==> config.mk <==
export PLATFORM = sky130hd
export DESIGN_NAME = wave_stream_dma
export DESIGN_NICKNAME = d
export VERILOG_FILES = /design/src/rtl/wsd_pkg.sv /design/src/rtl/wsd_fifo.sv /design/src/rtl/wsd_fetch.sv /design/src/rtl/wave_stream_dma.sv
export SDC_FILE = /design/constraint.sdc
export NUM_CORES = 1
export LEC_CHECK = 0
export BUFFER_PORTS_ARGS = -buffer_cell sky130_fd_sc_hd__buf_2
export CORE_AREA = 2 2 251 253
export DETAILED_ROUTE_END_ITERATION = 8
export DIE_AREA = 0 0 253 255
export GPL_TIMING_DRIVEN = 0
export HOLD_SLACK_MARGIN = 0.1
export PLACE_DENSITY = 0.76
export SYNTH_ARGS = -nofsm -noshare
export SYNTH_HDL_FRONTEND = slang
export SYNTH_SLANG_ARGS = --single-unit
==> constraint.sdc <==
create_clock -name clk_i -period 6.6 [get_ports clk_i]
set_input_delay 0.99 -clock clk_i [delete_from_list [all_inputs] [get_ports clk_i]]
set_output_delay 0.99 -clock clk_i [all_outputs]
set_load 0.1 [all_outputs]
==> src/rtl/wsd_pkg.sv <==
package wsd_pkg;
  localparam int unsigned REG_EN_SET   = 0;
  localparam int unsigned REG_EN_CLR   = 1;
  localparam int unsigned REG_MODE     = 2;
  localparam int unsigned REG_LOOP     = 3;
  localparam int unsigned REG_TRIG     = 4;
  localparam int unsigned REG_STAT_CLR = 5;
  localparam int unsigned REG_MASK     = 6;
  localparam int unsigned CH_BASE      = 8;
  localparam int unsigned CH_STRIDE    = 4;
  localparam int unsigned OFF_START    = 0;
  localparam int unsigned OFF_LEN      = 1;
  localparam int unsigned OFF_STATIC   = 2;

  typedef enum logic [1:0] {FS_IDLE, FS_RUN, FS_REQ, FS_WAIT} fetch_state_e;
endpackage

==> src/rtl/wsd_fifo.sv <==
module wsd_fifo #(
  parameter int unsigned W     = 32,
  parameter int unsigned DEPTH = 8,   // power of two
  localparam int unsigned AW = $clog2(DEPTH),
  localparam int unsigned CW = AW + 1
) (
  input  logic          clk_i,
  input  logic          rst_ni,
  input  logic          flush_i,
  input  logic          push_i,
  input  logic [W-1:0]  wdata_i,
  input  logic          pop_i,
  output logic [W-1:0]  rdata_o,
  output logic [CW-1:0] count_o
);
  logic [W-1:0]  mem_q [DEPTH];
  logic [AW-1:0] rd_q, wr_q;
  logic [CW-1:0] cnt_q;
  logic push_ok, pop_ok;

  assign push_ok = push_i && (cnt_q != CW'(DEPTH)) && !flush_i;
  assign pop_ok  = pop_i && (cnt_q != '0) && !flush_i;

  always_ff @(posedge clk_i) begin
    if (push_ok) mem_q[wr_q] <= wdata_i;
  end

  always_ff @(posedge clk_i or negedge rst_ni) begin
    if (!rst_ni) begin
      rd_q  <= '0;
      wr_q  <= '0;
      cnt_q <= '0;
    end else if (flush_i) begin
      rd_q  <= '0;
      wr_q  <= '0;
      cnt_q <= '0;
    end else begin
      if (push_ok) wr_q <= wr_q + 1'b1;
      if (pop_ok)  rd_q <= rd_q + 1'b1;
      cnt_q <= cnt_q + CW'(push_ok) - CW'(pop_ok);
    end
  end

  assign rdata_o = mem_q[rd_q];
  assign count_o = cnt_q;
endmodule

==> src/rtl/wsd_fetch.sv <==
module wsd_fetch
  import wsd_pkg::*;
#(
  parameter int unsigned MADDR_W    = 32,
  parameter int unsigned LEN_W      = 16,
  parameter int unsigned WORD_W     = 32,
  parameter int unsigned FIFO_DEPTH = 8,
  parameter int unsigned BURST      = 4,
  localparam int unsigned CW = $clog2(FIFO_DEPTH) + 1,
  localparam int unsigned BW = $clog2(BURST + 1),
  localparam int unsigned WORD_BYTES = WORD_W / 8
) (
  input  logic               clk_i,
  input  logic               rst_ni,
  input  logic               start_i,
  input  logic               abort_i,
  input  logic               loop_i,
  input  logic               pop_i,
  input  logic [MADDR_W-1:0] base_i,
  input  logic [LEN_W-1:0]   len_i,
  input  logic               mem_rvalid_i,
  input  logic [WORD_W-1:0]  mem_rdata_i,
  output logic               mem_req_o,
  output logic [MADDR_W-1:0] mem_addr_o,
  output logic               busy_o,
  output logic               empty_o,
  output logic               done_o,
  output logic [WORD_W-1:0]  word_o
);
  fetch_state_e state_q;
  logic [MADDR_W-1:0] ptr_q;
  logic [LEN_W-1:0]   rem_q, len_w;
  logic [BW-1:0]      burst_q;
  logic [WORD_W-1:0]  cur_q, head;
  logic [CW-1:0]      cnt;
  logic room, push, pop_ok, wrap;

  assign len_w  = len_i & ~LEN_W'(3);
  assign room   = cnt <= CW'(FIFO_DEPTH - BURST);
  assign wrap   = loop_i && (len_w != '0);
  assign push   = (state_q == FS_WAIT) && mem_rvalid_i && !abort_i;
  assign pop_ok = pop_i && (cnt != '0) && !abort_i && !start_i;
  assign done_o = (state_q == FS_RUN) && (rem_q == '0) && !wrap && !abort_i;

  wsd_fifo #(.W(WORD_W), .DEPTH(FIFO_DEPTH)) u_fifo (
    .clk_i, .rst_ni,
    .flush_i (start_i || abort_i),
    .push_i  (push),
    .wdata_i (mem_rdata_i),
    .pop_i   (pop_ok),
    .rdata_o (head),
    .count_o (cnt)
  );

  always_ff @(posedge clk_i or negedge rst_ni) begin
    if (!rst_ni) begin
      state_q <= FS_IDLE;
      ptr_q   <= '0;
      rem_q   <= '0;
      burst_q <= '0;
    end else if (abort_i) begin
      state_q <= FS_IDLE;
    end else begin
      unique case (state_q)
        FS_IDLE: if (start_i) begin
          state_q <= FS_RUN;
          ptr_q   <= base_i;
          rem_q   <= len_w;
        end
        FS_RUN: begin
          if (rem_q == '0) begin
            if (wrap) begin
              ptr_q <= base_i;
              rem_q <= len_w;
            end else begin
              state_q <= FS_IDLE;
            end
          end else if (room) begin
            state_q <= FS_REQ;
            burst_q <= BW'(BURST);
          end
        end
        FS_REQ: state_q <= FS_WAIT;
        FS_WAIT: if (mem_rvalid_i) begin
          ptr_q   <= ptr_q + MADDR_W'(WORD_BYTES);
          rem_q   <= rem_q - 1'b1;
          burst_q <= burst_q - 1'b1;
          state_q <= (burst_q == BW'(1)) ? FS_RUN : FS_REQ;
        end
        default: state_q <= FS_IDLE;
      endcase
    end
  end

  always_ff @(posedge clk_i or negedge rst_ni) begin
    if (!rst_ni)     cur_q <= '0;
    else if (pop_ok) cur_q <= head;
  end

  assign mem_req_o  = (state_q == FS_REQ);
  assign mem_addr_o = ptr_q;
  assign busy_o     = (state_q != FS_IDLE);
  assign empty_o    = (cnt == '0);
  assign word_o     = cur_q;
endmodule

==> src/rtl/wave_stream_dma.sv <==
module wave_stream_dma
  import wsd_pkg::*;
#(
  parameter int unsigned NCH        = 2,
  parameter int unsigned ADDR_W     = 6,
  parameter int unsigned DATA_W     = 32,
  parameter int unsigned MADDR_W    = 32,
  parameter int unsigned LEN_W      = 16,
  parameter int unsigned WORD_W     = 32,
  parameter int unsigned FIFO_DEPTH = 8,
  parameter int unsigned BURST      = 4
) (
  input  logic                   clk_i,
  input  logic                   rst_ni,
  input  logic                   wr_en_i,
  input  logic [ADDR_W-1:0]      wr_addr_i,
  input  logic [DATA_W-1:0]      wr_data_i,
  input  logic [NCH-1:0]         period_done_i,
  output logic [NCH-1:0]         mem_req_o,
  output logic [NCH*MADDR_W-1:0] mem_addr_o,
  input  logic [NCH-1:0]         mem_rvalid_i,
  input  logic [NCH*WORD_W-1:0]  mem_rdata_i,
  output logic [NCH*WORD_W-1:0]  wave_o,
  output logic [NCH-1:0]         en_o,
  output logic [NCH-1:0]         busy_o,
  output logic [NCH-1:0]         empty_o,
  output logic [NCH-1:0]         status_o,
  output logic                   irq_o
);
  logic [NCH-1:0] en_q, mode_q, loop_q, mask_q, status_q;
  logic [NCH-1:0] trig, abort, done;
  logic wr_en_set, wr_en_clr, wr_mode, wr_loop, wr_trig, wr_sclr, wr_mask;

  assign wr_en_set = wr_en_i && (wr_addr_i == ADDR_W'(REG_EN_SET));
  assign wr_en_clr = wr_en_i && (wr_addr_i == ADDR_W'(REG_EN_CLR));
  assign wr_mode   = wr_en_i && (wr_addr_i == ADDR_W'(REG_MODE));
  assign wr_loop   = wr_en_i && (wr_addr_i == ADDR_W'(REG_LOOP));
  assign wr_trig   = wr_en_i && (wr_addr_i == ADDR_W'(REG_TRIG));
  assign wr_sclr   = wr_en_i && (wr_addr_i == ADDR_W'(REG_STAT_CLR));
  assign wr_mask   = wr_en_i && (wr_addr_i == ADDR_W'(REG_MASK));

  always_ff @(posedge clk_i or negedge rst_ni) begin
    if (!rst_ni) begin
      en_q     <= '0;
      mode_q   <= '0;
      loop_q   <= '0;
      mask_q   <= '0;
      status_q <= '0;
    end else begin
      if (wr_en_set) en_q <= en_q | wr_data_i[NCH-1:0];
      if (wr_en_clr) en_q <= en_q & ~wr_data_i[NCH-1:0];
      if (wr_mode)   mode_q <= wr_data_i[NCH-1:0];
      if (wr_loop)   loop_q <= wr_data_i[NCH-1:0];
      if (wr_mask)   mask_q <= wr_data_i[NCH-1:0];
      for (int c = 0; c < NCH; c++) begin
        if (done[c])                     status_q[c] <= 1'b1;
        else if (wr_sclr && wr_data_i[c]) status_q[c] <= 1'b0;
      end
    end
  end

  for (genvar c = 0; c < NCH; c++) begin : g_ch
    localparam int unsigned BASE = CH_BASE + c * CH_STRIDE;
    logic [MADDR_W-1:0] start_q;
    logic [LEN_W-1:0]   len_q;
    logic [WORD_W-1:0]  static_q, cur;

    always_ff @(posedge clk_i or negedge rst_ni) begin
      if (!rst_ni) begin
        start_q  <= '0;
        len_q    <= '0;
        static_q <= '0;
      end else if (wr_en_i) begin
        if (wr_addr_i == ADDR_W'(BASE + OFF_START))  start_q  <= MADDR_W'(wr_data_i);
        if (wr_addr_i == ADDR_W'(BASE + OFF_LEN))    len_q    <= LEN_W'(wr_data_i);
        if (wr_addr_i == ADDR_W'(BASE + OFF_STATIC)) static_q <= WORD_W'(wr_data_i);
      end
    end

    assign trig[c]  = wr_trig && wr_data_i[c] && en_q[c] && mode_q[c] && !busy_o[c];
    assign abort[c] = wr_en_clr && wr_data_i[c];

    wsd_fetch #(
      .MADDR_W(MADDR_W), .LEN_W(LEN_W), .WORD_W(WORD_W),
      .FIFO_DEPTH(FIFO_DEPTH), .BURST(BURST)
    ) u_fetch (
      .clk_i, .rst_ni,
      .start_i      (trig[c]),
      .abort_i      (abort[c]),
      .loop_i       (loop_q[c]),
      .pop_i        (period_done_i[c] && mode_q[c]),
      .base_i       (start_q),
      .len_i        (len_q),
      .mem_rvalid_i (mem_rvalid_i[c]),
      .mem_rdata_i  (mem_rdata_i[c*WORD_W +: WORD_W]),
      .mem_req_o    (mem_req_o[c]),
      .mem_addr_o   (mem_addr_o[c*MADDR_W +: MADDR_W]),
      .busy_o       (busy_o[c]),
      .empty_o      (empty_o[c]),
      .done_o       (done[c]),
      .word_o       (cur)
    );

    assign wave_o[c*WORD_W +: WORD_W] = mode_q[c] ? cur : static_q;
  end

  assign en_o     = en_q;
  assign status_o = status_q;
  assign irq_o    = |(status_q & ~mask_q);
endmodule

# Word level (Yosys, flattened, before mapping)
# Memory sizes are Yosys's and may differ from the RTL's. A register that Yosys moved wholly into a read port is not among the register bits.
# Cells that the tools add are included.
# op_classes
add_sub_neg,14
n_lt_le_gt_ge,2
eq_ne,42
muxes,66
bitwise,7
n_reduce_logical,98
# ops
cell,count
$mux 32,10
$pmux 32 s3,2
$mux 16,8
$pmux 16 s3,2
$add 32x3->32 const B,2
$logic_and 1x1->1,47
$mux 3,14
$eq 6x4->1 const B,6
$logic_not 16->1,2
$mux 2,16
$reduce_bool 16->1,2
$sub 16x1->16 const B,2
$reduce_bool 2->1,11
$eq 6x3->1 const B,3
$pmux 2 s4,2
$add 3x1->3 const B,4
$eq 6x2->1 const B,2
$logic_not 1->1,12
$ne 2x1->1 const B,6
$ne 2x2->1 const B,6
$pmux 3 s2,2
$reduce_and 2->1,6
$reduce_and 6->1,2
$reduce_and 5->1,2
other kinds (27),58
# totals
regBits,296
ramBits,512
inputBits,109
elab_cells,257
n_memories,2
# mem_list
name,depth,width,read_ports,rd_ports_with_merged_regs,write_ports,line_no,source
g_ch[0].u_fetch.u_fifo.mem_q,8,32,1,1,1,wsd_fifo.sv:16,logic [W-1:0] mem_q [DEPTH];
g_ch[1].u_fetch.u_fifo.mem_q,8,32,1,1,1,wsd_fifo.sv:16,

# Longest topological paths before layout
# logic_depth
depth_word,12
mapped_depth,15
depth_no_buf,13

# Modules after synthesis
# A second synthesis with hierarchy kept.
# hier_totals
cells_unflattened,2521
area_unflattened_um2,37674.9
# modules_own_cells
module,instances,cells_each,area_each_um2,seq_area_each_um2
wsd_fifo,2,445,10391.2,7937.6
wsd_fetch,2,582,4842.1,2127.0
wave_stream_dma,1,467,7208.2,4254.1

# Least setup slack after synthesis
# No wires, ideal clock.
# synth_path
path_kind,input port to flip-flop
start,input wr_en_i
end,memory g_ch[0].u_fetch.u_fifo.mem_q[2][0] (enable)
setup_ns,0.513
t_arrival_ns,5.181
required_ns,6.087
slack_ns,0.906
path_stages,6
n_path_buf,1
cell_sequence,and3b_1 > clkbuf_1 > nand3_1 > o21a_1 > nand2_1 > nor4b_1
# synth_via
elab_chain_cells,10
word_cells_on_any_way,15
# synth_lines
element,line_no,source
from (decl),wave_stream_dma.sv:15,"input logic wr_en_i,"
$logic_and 1x1->1,wave_stream_dma.sv:38,assign wr_trig = wr_en_i && (wr_addr_i == ADDR_W'(REG_TRIG));
$logic_and 1x1->1 (4 in a row),wave_stream_dma.sv:80,assign trig[c] = wr_trig && wr_data_i[c] && en_q[c] && mode_q[c] && !busy_o[c];
$logic_or 1x1->1,wsd_fetch.sv:47,".flush_i (start_i || abort_i),"
$logic_not 1->1,wsd_fifo.sv:21,assign push_ok = push_i && (cnt_q != CW'(DEPTH)) && !flush_i;
$logic_and 1x1->1 *,wsd_fifo.sv:21,
$mux 1 *,wsd_fifo.sv:25,if (push_ok) mem_q[wr_q] <= wdata_i;
$mux 1 (not written as such) *,wsd_fifo.sv:25,
to (decl),wsd_fifo.sv:16,
# Every way passes the cells marked *; elsewhere a longest branch is shown, timed or not.

# Final worst setup path
# layout_path
start,input wr_addr_i[3]
end,register g_ch[0].u_fetch.u_fifo.cnt_q[3]
# layout_via
elab_chain_cells,12
word_cells_on_any_way,23
# layout_lines
element,line_no,source
from (decl),wave_stream_dma.sv:16,"input logic [ADDR_W-1:0] wr_addr_i,"
$eq 6x3->1,wave_stream_dma.sv:38,
$logic_and 1x1->1,wave_stream_dma.sv:38,
$logic_and 1x1->1 (4 in a row),wave_stream_dma.sv:80,
$logic_or 1x1->1 or $logic_not 1->1 (tied branches),"wsd_fetch.sv:47, wsd_fetch.sv:42",
$logic_not 1->1 or $logic_and 1x1->1 (tied branches),"wsd_fifo.sv:21, wsd_fifo.sv:22, wsd_fetch.sv:42",
$logic_and 1x1->1 (on tied branches),"wsd_fifo.sv:21, wsd_fifo.sv:22",
$add 4x1->4 or $logic_and 1x1->1 (tied branches),"wsd_fifo.sv:40, wsd_fifo.sv:22",
$sub 4x1->4,wsd_fifo.sv:40,cnt_q <= cnt_q + CW'(push_ok) - CW'(pop_ok);
$mux 4 *,wsd_fifo.sv:33,end else if (flush_i) begin
to (signal assigned),wsd_fifo.sv:40,
to (decl),wsd_fifo.sv:18,logic [CW-1:0] cnt_q;
# Marked as above.
# A chain may end at the register's enable or synchronous reset.

==> summary.txt <==
Synthesis
  – Synth unique cells: 73
  – Commonest register cell after synthesis: edfxtp_1
  – Seq cells post-synth: 868
  – Most common library cells after synthesis: edfxtp_1, dfrtp_1, mux2_2
  – Post-synthesis sequential area ratio: 66.3%
  – Async SR Flop Fraction: 41.0%
  – Synth Instances: 2,338
  – Synth Net Count: 2,475
  – Share of the synthesized area in the top cell type: 42.0%
  – Area leader, netlist: edfxtp_1
  – Synthesis Warnings: 0
  – Syn avg cell area: 15.7 µm²
  – Most area-consuming cells after synthesis: edfxtp_1, dfrtp_1, mux2_2, mux4_2, nor2_1
  – Most frequent cell after synthesis: edfxtp_1
  – EDFF count, synth: 512
  – Netlist area before placement: 36,600 µm²

Drt
  – Final ANT Viol Nets: 0
  – Drt drc: 0
  – Met3 wire length: 9350 µm
  – Mean routed wirelength per cell: 28.8 µm
  – TritonRoute pass-1 iters: 7
  – Mean number of vias per cell: 6.58
  – DRT iter0 DRCs: 2,701
  – Met2 WL: 49,000 µm
  – Routed wire length: 104,000 µm
  – DR vias: 23.8k
  – M1 wire length: 41,400 µm
  – Max Used Layer: met5

Worst setup path
  – Worst reg2reg setup slack: 2570 ps
  – Startpoint types: input port
  – CP max FO: 10
  – Most Frequent Cell on Critical Path: ha_1
  – CP peak stage delay: 910 ps
  – Crit Path Class: input port to flop
  – CP Cell Sequence: buf_2, nor4_1, nand3_1, o211a_1, clkbuf_1, buf_1, ha_1, inv_1, ha_1, a21o_1, a21oi_1, xnor2_1, nor2_1
  – Reg2reg start: mode_q[0]
  – WP data required: 7090 ps
  – Slowest-stage cell, CP: nor4_1
  – Buffers & Inverters on Critical Path: 4
  – Worst-case reg-to-reg path depth: 13
  – Worst Setup End Kind: flop
  – Top Family by Delay on Critical Path: simple AND/OR/NAND/NOR gates
  – RR Endpoint: g_ch[0].u_fetch.u_fifo.count_o[3]
  – Arrival time at the worst endpoint: 4630 ps

STA
  – FMAX: 242 MHz
  – RSZ-0062 raised after global routing: no
  – Fin crit share: 62.7%
  – Max Slew Vio Count: 0
  – Final Hold Vio Count: 0
  – Final critical-path required period: 4140 ps
  – Final setup viols: 0
  – Clock Skew: 25.1 ps
  – Normalized max-slew margin: 26.1%
  – Worst-Margin Slew: 1100 ps

Clock network
  – Clk sinks: 868
  – Latest clock arrival within the worst-skew pair: 640 ps
  – Hold buffer count at CTS: 0
  – Post-CTS Setup Repair Bufs: 0
  – CTS clk-pin slew, worst paths: 60 ps
  – TritonCTS clock tree: yes
  – Cts bufs inserted: 87
  – Post_cts resized: 0
  – Max Root-Sink Buffers: 3
  – H-tree levels: 3
  – Clock root buffer master: clkbuf_16

GRT
  – Initial antenna violation count: 19
  – GRT Total Usage: 32.4%
  – Largest net degree at the start of global routing: 110
  – Vias in the first global route: 23.6k
  – Global route overflow: 0
  – First-pass GRT wire length: 153,000 µm

Die
  – Die width: 253 µm
  – Site Rows: 92
  – Core Area: 62,200 µm²
  – # IOs: 248
  – Die ar.: 64,500 µm²
  – Initial Util: 59.0%
  – Die Height: 255 µm

Placed design
  – Placed Cells: 3,434
  – Dpl cell area: 39,600 µm²
  – Hpwl dp: 70,500 µm
  – GPL Wtd Cong: 0.962
  – I/O Buffers: 247

Final layout
  – Nets: 2,861
  – P&R area growth vs syn: 16.5%
  – Final Non-Filler Cells: 3,610
  – Layout cell share with drive strength beyond 1: 32.6%
  – Post-Layout Inst Area: 42,700 µm²

Hold path
  – Tightest Hold Check Type: input port to async pin

Pwr
  – PwrDens: 493 nW/µm²
  – Max IR drop VDD: 0.320 mV
  – Leakage power: 16.4 nW
  – Total power: 21.0 mW

Outcome
  – Status: complete, no violations

Job
  – Total of max-cap violations: 0
==> flip-flops by register name (all words and copies together) (netlist names), named ones only <==
signal	flops
g_ch.u_fetch.state_q	4
g_ch.u_fetch.word_o	64
status_o	2
loop_q	2
g_ch.u_fetch.mem_addr_o	64
g_ch.u_fetch.u_fifo.count_o	8
g_ch.u_fetch.u_fifo.mem_q	512
g_ch.len_q	28
mask_q	2
g_ch.u_fetch.burst_q	6
mode_q	2
g_ch.u_fetch.u_fifo.wr_q	6
g_ch.static_q	64
g_ch.u_fetch.rem_q	32
g_ch.start_q	64
g_ch.u_fetch.u_fifo.rd_q	6
==> report_power, final <==
group	switching (mW)	total (mW)	internal, mW
Sequential	0.767	7.60	6.83
Clock	2.11	5.17	3.06
Combinational	5.65	8.27	2.62
==> area by class of cell <==
cell class | count | area, µm²
Antenna cell | 13 | 32.5
Buffer | 146 | 617
Clock buffer | 126 | 2470
Clock inverter | 37 | 548
Fill cell | 4064 | 19500
Inverter | 33 | 124
Multi-Input combinational cell | 1291 | 11700
Sequential cell | 868 | 24300
Tap cell | 799 | 1000
Timing Repair Buffer | 297 | 1880
==> layout by cell type, fill, tap and decap left out, types with 35 or more instances in the layout <==
cell       Yosys  layout
a21oi_1       87      87
a31oi_1       47      47
buf_1         35      35
buf_2         16     262
clkbuf_1      85     110
clkbuf_16      0      88
dfrtp_1      356     356
edfxtp_1     512     512
mux2_2       293     293
mux2i_1       38      38
mux4_2       128     128
nand2_1       82      82
nand3_1       48      48
nor2_1       119     112
nor3_1        49      45
o21ai_0       53      53
==> metrics by stage <==
stage               setup TNS (ps)  setup slack [ps]  hold slack [ps]  util (%)
floorplan                        0               906              450         -
global placement          -1306590             -3090              476      62.6
detailed placement               0              1880              476      63.7
CTS                              0              2520              333      68.6
global route                     0              2100              373      68.6
finish                           0              2460              324      68.7
==> worst max path at each step <==
stage,start,end,cells after the start
after floorplan,wr_en_i,g_ch[0].u_fetch.u_fifo.mem_q[2][0],6
after global placement,wr_en_i,g_ch[0].u_fetch.u_fifo.mem_q[2][21],7
after detailed placement,wr_addr_i[3],g_ch[0].u_fetch.u_fifo.count_o[3],13
after CTS,wr_addr_i[3],g_ch[0].u_fetch.u_fifo.count_o[3],13
after global routing,wr_addr_i[3],g_ch[0].u_fetch.u_fifo.count_o[3],13
final,wr_addr_i[3],g_ch[0].u_fetch.u_fifo.count_o[3],13
==> logic make-up (layout without fill, tap and decap cells) <==
| group | count (synthesis) | after routing | synth area share, % |
|---|---|---|---|
| compound gates | 368 | 368 | 6.70 |
| other cells | 0 | 13 | 0 |
| mux | 459 | 459 | 17.9 |
| fa+ha+maj | 28 | 28 | 0.997 |
| flops | 868 | 868 | 66.3 |
| buf+inv | 179 | 639 | 2.02 |
| xor+xnor | 12 | 12 | 0.287 |
| simple gates | 424 | 424 | 5.82 |
==> worst reg2reg max path: cells and delay by family, from the launching register on <==
family / cells / cell delay (ps)
simple gates: 2 / 160
buf+inv: 4 / 1510
fa+ha+maj: 2 / 520
compound gates: 4 / 1220
flops: 1 / 320
xor+xnor: 1 / 150
==> metal layers <==
layer | vias up | track usage, %
met1 | 12300 | 45.1
li1 | 9952 | -
met2 | 1243 | 50.7
met4 | 12 | 14.0
met3 | 243 | 6.37
met5 | - | 0
No activity file was read; power rests on OpenSTA's default activity.
